## src/rtl/seq_mac_pkg.sv

```systemverilog
// Package: shared operation codes and derived scheduling figures for the
// sequential multiply-accumulate unit. Assumes a two-pass wide multiply.
package seq_mac_pkg;

    typedef enum logic [1:0] {
        OP_MUL_N = 2'd0,
        OP_MAC_N = 2'd1,
        OP_MUL_W = 2'd2,
        OP_MAC_W = 2'd3
    } mac_op_e;

    // Wide operations take two multiplier passes, narrow ones take one.
    function automatic logic [1:0] op_passes(mac_op_e op);
        return op[1] ? 2'd2 : 2'd1;
    endfunction

    // Accumulating operations spend one extra cycle on the 64-bit add.
    function automatic logic op_accum(mac_op_e op);
        return op[0];
    endfunction

    // Cycles from the start cycle to the done cycle.
    function automatic logic [2:0] op_latency(mac_op_e op);
        return 3'(op_passes(op)) + 3'(op_accum(op)) + 3'd1;
    endfunction

endpackage

```

## src/rtl/seq_mac_ctrl.sv

```systemverilog
// Module: seq_mac_ctrl
// Sequencer. It accepts a start only while idle and latches the operation
// code. It then walks the multiplier passes and, for accumulate codes, one
// add step. Assumes the datapath finishes one pass per cycle.
module seq_mac_ctrl
    import seq_mac_pkg::*;
(
    input  logic       clk,
    input  logic       rst_n,
    input  logic       start,
    input  logic [1:0] op_code,
    input  logic       clear,
    output logic       accept,
    output logic       busy,
    output logic       done,
    output logic       mult_en,
    output logic       pass_sel,
    output logic       pass_first,
    output logic       wr_prod,
    output logic       add_prod,
    output logic       wide,
    output logic       clear_ok
);

    logic    busy_q;
    logic    done_q;
    mac_op_e op_q;
    logic [1:0] step_q;
    logic [1:0] n_pass;
    logic       last_pass;
    logic       finish;

    // Purpose: decode the current step into datapath strobes.
    always_comb begin
        accept     = start && !busy_q;
        n_pass     = op_passes(op_q);
        wide       = op_q[1];
        mult_en    = busy_q && (step_q < n_pass);
        last_pass  = (step_q == n_pass - 2'd1);
        pass_sel   = step_q[0];
        pass_first = (step_q == 2'd0);
        wr_prod    = mult_en && last_pass && !op_accum(op_q);
        add_prod   = busy_q && op_accum(op_q) && (step_q == n_pass);
        finish     = wr_prod || add_prod;
        clear_ok   = clear && !busy_q;
    end

    // Purpose: hold the run state, the step counter and the done pulse.
    always_ff @(posedge clk) begin
        if (!rst_n) begin
            busy_q <= 1'b0;
            done_q <= 1'b0;
            op_q   <= OP_MUL_N;
            step_q <= 2'd0;
        end else begin
            done_q <= finish;
            if (accept) begin
                busy_q <= 1'b1;
                op_q   <= mac_op_e'(op_code);
                step_q <= 2'd0;
            end else if (finish) begin
                busy_q <= 1'b0;
            end else if (busy_q) begin
                step_q <= step_q + 2'd1;
            end
        end
    end

    assign busy = busy_q;
    assign done = done_q;

endmodule

```

## src/rtl/seq_mac_datapath.sv

```systemverilog
// Module: seq_mac_datapath
// Operand conditioning and the multiplier. It forms unsigned magnitudes and
// a result sign at start, then builds the product magnitude over one or two
// passes of a DW x DW/2 multiplier. It offers the signed result both as it
// forms (for overwrite) and as held (for accumulate). Assumes DW is even.
module seq_mac_datapath #(
    parameter int DW = 32
) (
    input  logic            clk,
    input  logic            rst_n,
    input  logic            accept,
    input  logic [1:0]      op_code,
    input  logic            sgn_mode,
    input  logic [DW-1:0]   opnd_a,
    input  logic [DW-1:0]   opnd_b,
    input  logic            mult_en,
    input  logic            pass_sel,
    input  logic            pass_first,
    output logic [2*DW-1:0] res_now,
    output logic [2*DW-1:0] res_held
);

    localparam int HW = DW / 2;
    localparam int AW = 2 * DW;
    localparam int PW = DW + HW;

    logic [DW-1:0] mag_a_q, mag_b_q;
    logic          neg_q;
    logic [AW-1:0] prod_q;
    logic [AW-1:0] prod_next;
    logic [PW-1:0] partial;
    logic [AW-1:0] shifted;
    logic [HW-1:0] b_slice;

    // Extend a narrow operand to DW bits according to the signedness select.
    function automatic logic [DW-1:0] widen(logic [DW-1:0] v, logic is_wide, logic sg);
        if (is_wide) return v;
        return sg ? {{HW{v[HW-1]}}, v[HW-1:0]} : {{HW{1'b0}}, v[HW-1:0]};
    endfunction

    // Absolute value of a widened operand, or the value itself when unsigned.
    function automatic logic [DW-1:0] magnitude(logic [DW-1:0] v, logic sg);
        return (sg && v[DW-1]) ? (~v + 1'b1) : v;
    endfunction

    logic [DW-1:0] ext_a, ext_b;

    // Purpose: widen both operands for the incoming operation.
    always_comb begin
        ext_a = widen(opnd_a, op_code[1], sgn_mode);
        ext_b = widen(opnd_b, op_code[1], sgn_mode);
    end

    // Purpose: latch magnitudes and result sign when a start is accepted.
    always_ff @(posedge clk) begin
        if (!rst_n) begin
            mag_a_q <= '0;
            mag_b_q <= '0;
            neg_q   <= 1'b0;
        end else if (accept) begin
            mag_a_q <= magnitude(ext_a, sgn_mode);
            mag_b_q <= magnitude(ext_b, sgn_mode);
            neg_q   <= sgn_mode && (ext_a[DW-1] ^ ext_b[DW-1]);
        end
    end

    // Purpose: one pass of the multiplier and the running partial sum.
    always_comb begin
        b_slice   = pass_sel ? mag_b_q[DW-1:HW] : mag_b_q[HW-1:0];
        partial   = {{HW{1'b0}}, mag_a_q} * {{DW{1'b0}}, b_slice};
        shifted   = pass_sel ? {partial, {HW{1'b0}}} : {{HW{1'b0}}, partial};
        prod_next = (pass_first ? '0 : prod_q) + shifted;
        res_now   = neg_q ? (~prod_next + 1'b1) : prod_next;
        res_held  = neg_q ? (~prod_q + 1'b1) : prod_q;
    end

    // Purpose: hold the product magnitude between passes.
    always_ff @(posedge clk) begin
        if (!rst_n) begin
            prod_q <= '0;
        end else if (mult_en) begin
            prod_q <= prod_next;
        end
    end

endmodule

```

## src/rtl/seq_mac_acc.sv

```systemverilog
// Module: seq_mac_acc
// The 64-bit accumulator as two DW-bit halves. It takes an overwrite (full or
// low half only), an add of the held product, or a clear. Assumes the
// sequencer never raises two of these strobes in one cycle.
module seq_mac_acc #(
    parameter int DW = 32
) (
    input  logic            clk,
    input  logic            rst_n,
    input  logic            clear_ok,
    input  logic            wr_prod,
    input  logic            add_prod,
    input  logic            wide,
    input  logic [2*DW-1:0] res_now,
    input  logic [2*DW-1:0] res_held,
    output logic [DW-1:0]   acc_hi,
    output logic [DW-1:0]   acc_lo
);

    localparam int AW = 2 * DW;

    logic [DW-1:0] hi_q, lo_q;
    logic [AW-1:0] sum;

    // Purpose: the shared 64-bit add path for both operand widths.
    always_comb begin
        sum = {hi_q, lo_q} + res_held;
    end

    // Purpose: update the accumulator halves.
    always_ff @(posedge clk) begin
        if (!rst_n) begin
            hi_q <= '0;
            lo_q <= '0;
        end else if (clear_ok) begin
            hi_q <= '0;
            lo_q <= '0;
        end else if (add_prod) begin
            {hi_q, lo_q} <= sum;
        end else if (wr_prod) begin
            lo_q <= res_now[DW-1:0];
            if (wide) hi_q <= res_now[AW-1:DW];
        end
    end

    assign acc_hi = hi_q;
    assign acc_lo = lo_q;

endmodule

```

## src/rtl/seq_mac.sv

```systemverilog
// Module: seq_mac (top)
// Sequential multiply-accumulate unit: sequencer, multiplier datapath and
// accumulator. Assumes inputs are synchronous to clk.
module seq_mac
    import seq_mac_pkg::*;
#(
    parameter int DW = 32
) (
    input  logic          clk,
    input  logic          rst_n,
    input  logic          start,
    input  logic [1:0]    op_code,
    input  logic [DW-1:0] opnd_a,
    input  logic [DW-1:0] opnd_b,
    input  logic          sgn_mode,
    input  logic          clear,
    output logic          busy,
    output logic          done,
    output logic [DW-1:0] acc_hi,
    output logic [DW-1:0] acc_lo
);

    localparam int AW = 2 * DW;

    logic          accept, mult_en, pass_sel, pass_first;
    logic          wr_prod, add_prod, wide, clear_ok;
    logic [AW-1:0] res_now, res_held;

    seq_mac_ctrl u_ctrl (
        .clk        (clk),
        .rst_n      (rst_n),
        .start      (start),
        .op_code    (op_code),
        .clear      (clear),
        .accept     (accept),
        .busy       (busy),
        .done       (done),
        .mult_en    (mult_en),
        .pass_sel   (pass_sel),
        .pass_first (pass_first),
        .wr_prod    (wr_prod),
        .add_prod   (add_prod),
        .wide       (wide),
        .clear_ok   (clear_ok)
    );

    seq_mac_datapath #(.DW(DW)) u_dp (
        .clk        (clk),
        .rst_n      (rst_n),
        .accept     (accept),
        .op_code    (op_code),
        .sgn_mode   (sgn_mode),
        .opnd_a     (opnd_a),
        .opnd_b     (opnd_b),
        .mult_en    (mult_en),
        .pass_sel   (pass_sel),
        .pass_first (pass_first),
        .res_now    (res_now),
        .res_held   (res_held)
    );

    seq_mac_acc #(.DW(DW)) u_acc (
        .clk      (clk),
        .rst_n    (rst_n),
        .clear_ok (clear_ok),
        .wr_prod  (wr_prod),
        .add_prod (add_prod),
        .wide     (wide),
        .res_now  (res_now),
        .res_held (res_held),
        .acc_hi   (acc_hi),
        .acc_lo   (acc_lo)
    );

endmodule

```

## config.mk

```make
export PLATFORM = sky130hd
export DESIGN_NAME = seq_mac
export DESIGN_NICKNAME = d
export VERILOG_FILES = /design/src/rtl/seq_mac_pkg.sv /design/src/rtl/seq_mac_ctrl.sv /design/src/rtl/seq_mac_datapath.sv /design/src/rtl/seq_mac_acc.sv /design/src/rtl/seq_mac.sv
export SDC_FILE = /design/constraint.sdc
export NUM_CORES = 2
export LEC_CHECK = 0
export BUFFER_PORTS_ARGS = -buffer_cell sky130_fd_sc_hd__buf_4
export CAP_MARGIN = 15
export CORE_MARGIN = 2
export CORE_UTILIZATION = 65
export DETAILED_ROUTE_END_ITERATION = 8
export PLACE_DENSITY = 0.83
export SLEW_MARGIN = 30
export SYNTH_ARGS = -nofsm -noshare
export SYNTH_HDL_FRONTEND = slang
export SYNTH_SLANG_ARGS = --single-unit
```

## constraint.sdc

```tcl
create_clock -name clk -period 26.4 [get_ports clk]
set_clock_uncertainty 0.15 [all_clocks]
set_input_delay 2.64 -clock clk [delete_from_list [all_inputs] [get_ports clk]]
set_output_delay 2.64 -clock clk [all_outputs]
set_load 0.05 [all_outputs]
```

=== Word level (Yosys, flattened, before mapping) ===
Cells that the tools add are included.

* Reduce and logical (&&, ||, !) cells: 21
* Equal/unequal tests: 2
* Magnitude comparators: 1
* $mul: 1
* Div/mod/pow operators: 0
* Shifts and indexed selects: 0
* Mux-type cells: 22
* Add/sub/neg operators: 8
* Bitwise operators: 7

{| class="wikitable"
|+ Operator list
! kind !! count
|-
| 32-bit two-way mux || 13
|-
| 64-bit two-way mux || 4
|-
| 64-bit by 1-bit adder with 64-bit output, second input constant || 2
|-
| 64-bit adder || 2
|-
| 64-bit NOT || 2
|-
| 32-bit by 1-bit adder with 32-bit output, second input constant || 2
|-
| 32-bit NOT || 2
|-
| 32-bit by 16-bit multiplier with 48-bit output || 1
|-
| 16-bit two-way mux || 1
|-
| 1-bit logical AND || 10
|-
| 2-bit nonzero test || 3
|-
| 2-bit == test || 2
|-
| 2-bit AND reduction || 2
|-
| 2-bit OR reduction || 2
|-
| 1-bit two-way mux || 3
|-
| 2-bit by 1-bit adder with 2-bit output, second input constant || 1
|-
| 1-bit logical NOT || 2
|-
| 2-bit logical NOT || 1
|-
| 2-bit < comparator || 1
|-
| 2-bit two-way mux || 1
|-
| 1-bit NOT || 2
|-
| 2-bit by 1-bit subtractor with 2-bit output, second input constant || 1
|-
| 1-bit logical OR || 1
|-
| 1-bit XOR || 1
|}

* Input port bits: 71
* Logic and storage cells: 72
* Latch bits: 0
* Register bits after elaboration: 199
* Memories kept: 0
* Bits in read-only memories: 0
* Memory bits (writable): 0

=== Longest topological paths before layout ===
* Depth in word-level cells: 10
* Mapped depth: 44
* Depth with buffers taken out: 40

=== Cells and area by module ===
A second synthesis with hierarchy kept.

* Cell total of the unflattened synthesis: 4700
* Area, all modules: 37468.4 sq um

{| class="wikitable"
|+ Modules (own cells, without submodules)
! module !! instances !! seq. area each (sq um) !! area each (sq um) !! cells each
|-
| seq_mac_datapath || 1 || 2582.5 || 30488.0 || 3796
|-
| seq_mac_acc || 1 || 1281.2 || 6627.6 || 866
|-
| seq_mac_ctrl || 1 || 120.1 || 352.8 || 38
|}

=== Worst setup path before layout ===
Ideal clock, no wire load.

* Kind: register to register
* Start: register u_ctrl.step_q[0]
* End: register u_acc.hi_q[31] (netlist: u_acc.acc_hi[31])
* Library setup time: 0.070 ns
* Cell stages (with the launch flop): 42
* Path buffers: 3
* Required time: 26.180 ns
* Slack: 15.539 ns
* Data arrival time: 10.641 ns
* Cells stage by stage: dfxtp_1 buf_1 mux2_2 clkbuf_1 and2_1 fa_1 inv_1 fa_1 fa_1 inv_1 fa_1 fa_1 inv_1 fa_1 inv_1 ha_1 a21oi_1 nand2_1 (+6 left out) a21oi_1 xnor2_1 nand2_1 nand2_1 ha_1 a21oi_1 nand2_1 o21ai_0 a21boi_0 or3_1 o311ai_1 nor3b_2 nand4bb_1 or4_1 clkbuf_1 o41ai_1 xnor3_1 a21oi_1

* Longest elaborated chain between the ends: 10

{| class="wikitable"
|+ RTL lines
! element !! RTL line !! text
|-
| from (decl) || seq_mac_ctrl.sv:28 || <nowiki>logic [1:0] step_q;</nowiki>
|-
| from (signal assigned) || seq_mac_ctrl.sv:64 || <nowiki>step_q <= step_q + 2'd1;</nowiki>
|-
| 16-bit two-way mux || seq_mac_datapath.sv:69 || <nowiki>b_slice = pass_sel ? mag_b_q[DW-1:HW] : mag_b_q[HW-1:0];</nowiki>
|-
| 32-bit by 16-bit multiplier with 48-bit output || seq_mac_datapath.sv:70 || <nowiki>partial = {{HW{1'b0}}, mag_a_q} * {{DW{1'b0}}, b_slice};</nowiki>
|-
| 64-bit two-way mux || seq_mac_datapath.sv:71 || <nowiki>shifted = pass_sel ? {partial, {HW{1'b0}}} : {{HW{1'b0}}, partial};</nowiki>
|-
| 64-bit adder || seq_mac_datapath.sv:72 || <nowiki>prod_next = (pass_first ? '0 : prod_q) + shifted;</nowiki>
|-
| 64-bit NOT || seq_mac_datapath.sv:73 || <nowiki>res_now = neg_q ? (~prod_next + 1'b1) : prod_next;</nowiki>
|-
| 64-bit by 1-bit adder with 64-bit output || seq_mac_datapath.sv:73 ||
|-
| 64-bit two-way mux || seq_mac_datapath.sv:73 ||
|-
| 32-bit two-way mux || seq_mac_acc.sv:42 || <nowiki>if (wide) hi_q <= res_now[AW-1:DW];</nowiki>
|-
| 32-bit two-way mux || seq_mac_acc.sv:40 || <nowiki>end else if (wr_prod) begin</nowiki>
|-
| 32-bit two-way mux || seq_mac_acc.sv:38 || <nowiki>end else if (add_prod) begin</nowiki>
|-
| to (signal assigned) || seq_mac_acc.sv:39 || <nowiki>{hi_q, lo_q} <= sum;</nowiki>
|-
| to (signal assigned) || seq_mac_acc.sv:42 ||
|-
| to (decl) || seq_mac_acc.sv:22 || <nowiki>logic [DW-1:0] hi_q, lo_q;</nowiki>
|}

Several ways; a longest one is shown, not always the timed one. The select of a mux whose other input is x is not followed.
A chain may end at the register's enable or synchronous reset.

=== Worst setup path in the final report ===
Same ends and word-level chain as after synthesis.

==> impl_results.md <==
* Status: finished, final reports clean
* Area of the multi-input gates at 30100 um^2
* Die footprint at 58900 um^2
* Post-synth top area cell: fa_1
* Mapped Nets at 5484
* Via count at 34304
* DRT Pass-1 Iters at 6
* Detail Placement HPWL at 87000 um
* Worst ir drop on vdd at 0.0545 mV
* Unrepaired setup endpoints after global routing: no
* Tcrit/Tclk final at 0.499
* Routability congestion estimate at 1.01
* WP data arrival at 13.46 ns
* Largest net degree at the start of global routing at 85
* Critical path launch point type: register
* Pwr Total at 0.00190 W
* Average wire per standard cell at slightly above 20 um
* Pre-CTS WS at about 13 ns
* Hold_buf cts at 0
* Starting density of the core at 0.656
* CTS Buf Count at 17
* Final setup TNS at 0 ns
* Via count of the first global-routing pass at 32408
* Via/cell ratio at approximately 6.3
* Gr ovfl total at 0
* Fin crit period at 13.17 ns
* Critical path buffers and inverters at 3
* Max cap viols at 0
* First-pass GRT wire length at 175000 um
* #FFs+latches synth at 199
* Fin cells at 5419
* Crit. End Element: register
* P per Cell Area at 48.9 nW/um^2
* I/O Buffers at 136
* Final Hold Fails at 0
* CTS Sinks at 199
* Fill count at between 4000 and 5000
* CTS clk-pin slew, worst paths at 0.08 ns
* Ys flop type: dfxtp_1
* H-tree depth at 4
* Hold slack final at ~0.34 ns
* Synth cell types at 85
* Leakage at ~18 nW
* Gr usage total at 0.371
* PnR worst setup slack at 13.23 ns
* Number of nets in the final layout at 5391
* # DRC at 0
* Io pins at 137
* Routed wire length at 111000 um
* Hold Path Class: register to register
* WS Path Type: register to register
* DIE WIDTH at between 200 and 250 um
* Critical path's most frequent cell: fa_1
* Worst-path fanout max at 58
* Most frequent cells in the layout: nand2_1 (716), inv_1 (506), fa_1 (420), and2_1 (281), a21oi_1 (269)
* Num rows at 87
* Initial antenna violation count at 2
* Cell count after placement at 5384
* Critical Path RT at 26.70 ns
* Seq/Total Area, Yosys at 0.108
* CTS resizes at 0
* Most common cell after layout, fill and taps aside: nand2_1
* Rel. slew slack at 0.305
* Fin. max-slew vios at 0
* Synthesized area at 37000 um^2
* Synth area leaders: fa_1 (23%), dfxtp_1 (11%), ha_1 (8.6%)
* Post-Syn Instances at 4740
* Fmax achieved at 76.0 MHz
* Largest delay share family, worst path: compound AO/OA/AOI/OAI gates
* Share of cells above drive strength 1 at 0.0582
* CP max stage delay at 0.87 ns
* Async SR Flop Fraction at 0
* CTS Root Cell: clkbuf_16
* Area Growth Syn to Fin at 4.82%
* Reg area at 3990 um^2
* Worst-Skew Late Latency at between 0.5 and 0.6 ns
* Mean Syn Cell Area at just under 8 um^2
* CTS max path bufs at 2
* Core Area at 56400 um^2
* Slowest library cell on the worst path: mux2_2
* Setup Fix Bufs, Post-CTS at 0
* Final setup fails at 0
* DRT iter0 DRCs at 3371
* Top-area cell type share of the netlist area at 0.227
* Post-synth EDFFs at 0
* Actual slew at the worst max-slew pin at approximately 1.0 ns
* CTS tree: done
* Ys Warns at 0
* Post-route ant nets at 0
* Die height at 243 um
==> power breakdown <==
group          internal, W  switching, W
registers         0.000323     0.0000491
logic             0.000429      0.000813
clock network     0.000143      0.000141
total             0.000894       0.00100
==> Yosys cell counts, drive strengths merged, types with 19 or more instances <==
cell	n
and2	281
o41ai	24
xnor2	194
nand3	52
nor3	55
or4	32
nor4	22
or2	22
nand2	716
xor2	122
a211oi	39
mux2	28
o21ai	234
or3	45
fa	420
a21boi	55
dfxtp	199
o211ai	30
o211a	51
nand2b	29
buf	19
nor2b	82
o21a	25
nor2	191
and3	28
a21o	101
clkbuf	251
o21bai	25
ha	253
o221ai	29
nand4	54
a31oi	39
o31ai	52
a21oi	269
inv	507
==> layer usage <==
| metal | wire length [um] | GRT usage | share of wire |
|---|---|---|---|
| met1 | 46900 | 0.525 | 0.42 |
| met2 | 50100 | 0.583 | 0.45 |
| met3 | 11200 | 0.0718 | 0.10 |
| met4 | 2720 | 0.0996 | 0.025 |
| met5 | 13 | 0 | 0.00012 |
==> logic make-up after synthesis <==
group | after synthesis | share of synthesized area
and+or+nand+nor | 1650 | 0.218
DFF | 199 | 0.108
buffers and inverters | 777 | 0.0790
xor gates and xnor gates | 317 | 0.0754
adders and majority gates | 673 | 0.313
AOI/OAI and AO/OA | 1084 | 0.195
muxes | 40 | 0.0118
==> cell type report <==
class                           count  area share
Antenna cell                        3    0.000194
Clock buffer                       20      0.0120
Clock inverter                     12     0.00384
Inverter                          507      0.0491
Multi-Input combinational cell   3764       0.777
Sequential cell                   199       0.103
Tap cell                          756      0.0244
Timing Repair Buffer              158      0.0306
==> per-stage QoR <==
step / util / cell area [um^2]
after CTS: 0.688 / 38800
after detailed placement: 0.677 / 38200
final: 0.688 / 38800
after floorplan: - / 37000
after global routing: 0.688 / 38800
after global placement: 0.677 / 38200
==> registers in the layout, summed over array words and instances, names as in the netlist <==
register       flops
u_dp.prod_q       64
u_acc.acc_hi      32
u_acc.acc_lo      32
u_dp.mag_a_q      32
u_dp.mag_b_q      32
u_ctrl.op_q        2
u_ctrl.step_q      2
u_ctrl.busy        1
u_ctrl.done        1
u_dp.neg_q         1
==> final timing paths <==
path | start | endpoint | slack [ns] | cells after the start
min | u_dp.prod_q[1] | u_dp.prod_q[1] | 0.34 | 2
max reg2reg | u_ctrl.step_q[0] | u_acc.acc_hi[31] | 13.23 | 37
min reg2reg | u_dp.prod_q[1] | u_dp.prod_q[1] | 0.34 | 2
max | u_ctrl.step_q[0] | u_acc.acc_hi[31] | 13.23 | 37
==> worst reg2reg max path, delay by kind of cell, from the launching register on <==
kind                       cells  cell delay, ns
and+or+nand+nor               11            2.89
buffers and inverters          3            0.15
xor gates and xnor gates       2            0.52
muxes                          1            0.88
adders and majority gates      8            3.75
AOI/OAI and AO/OA             12            4.05
DFF                            1            0.74
Power figures use the tool's default switching activity.
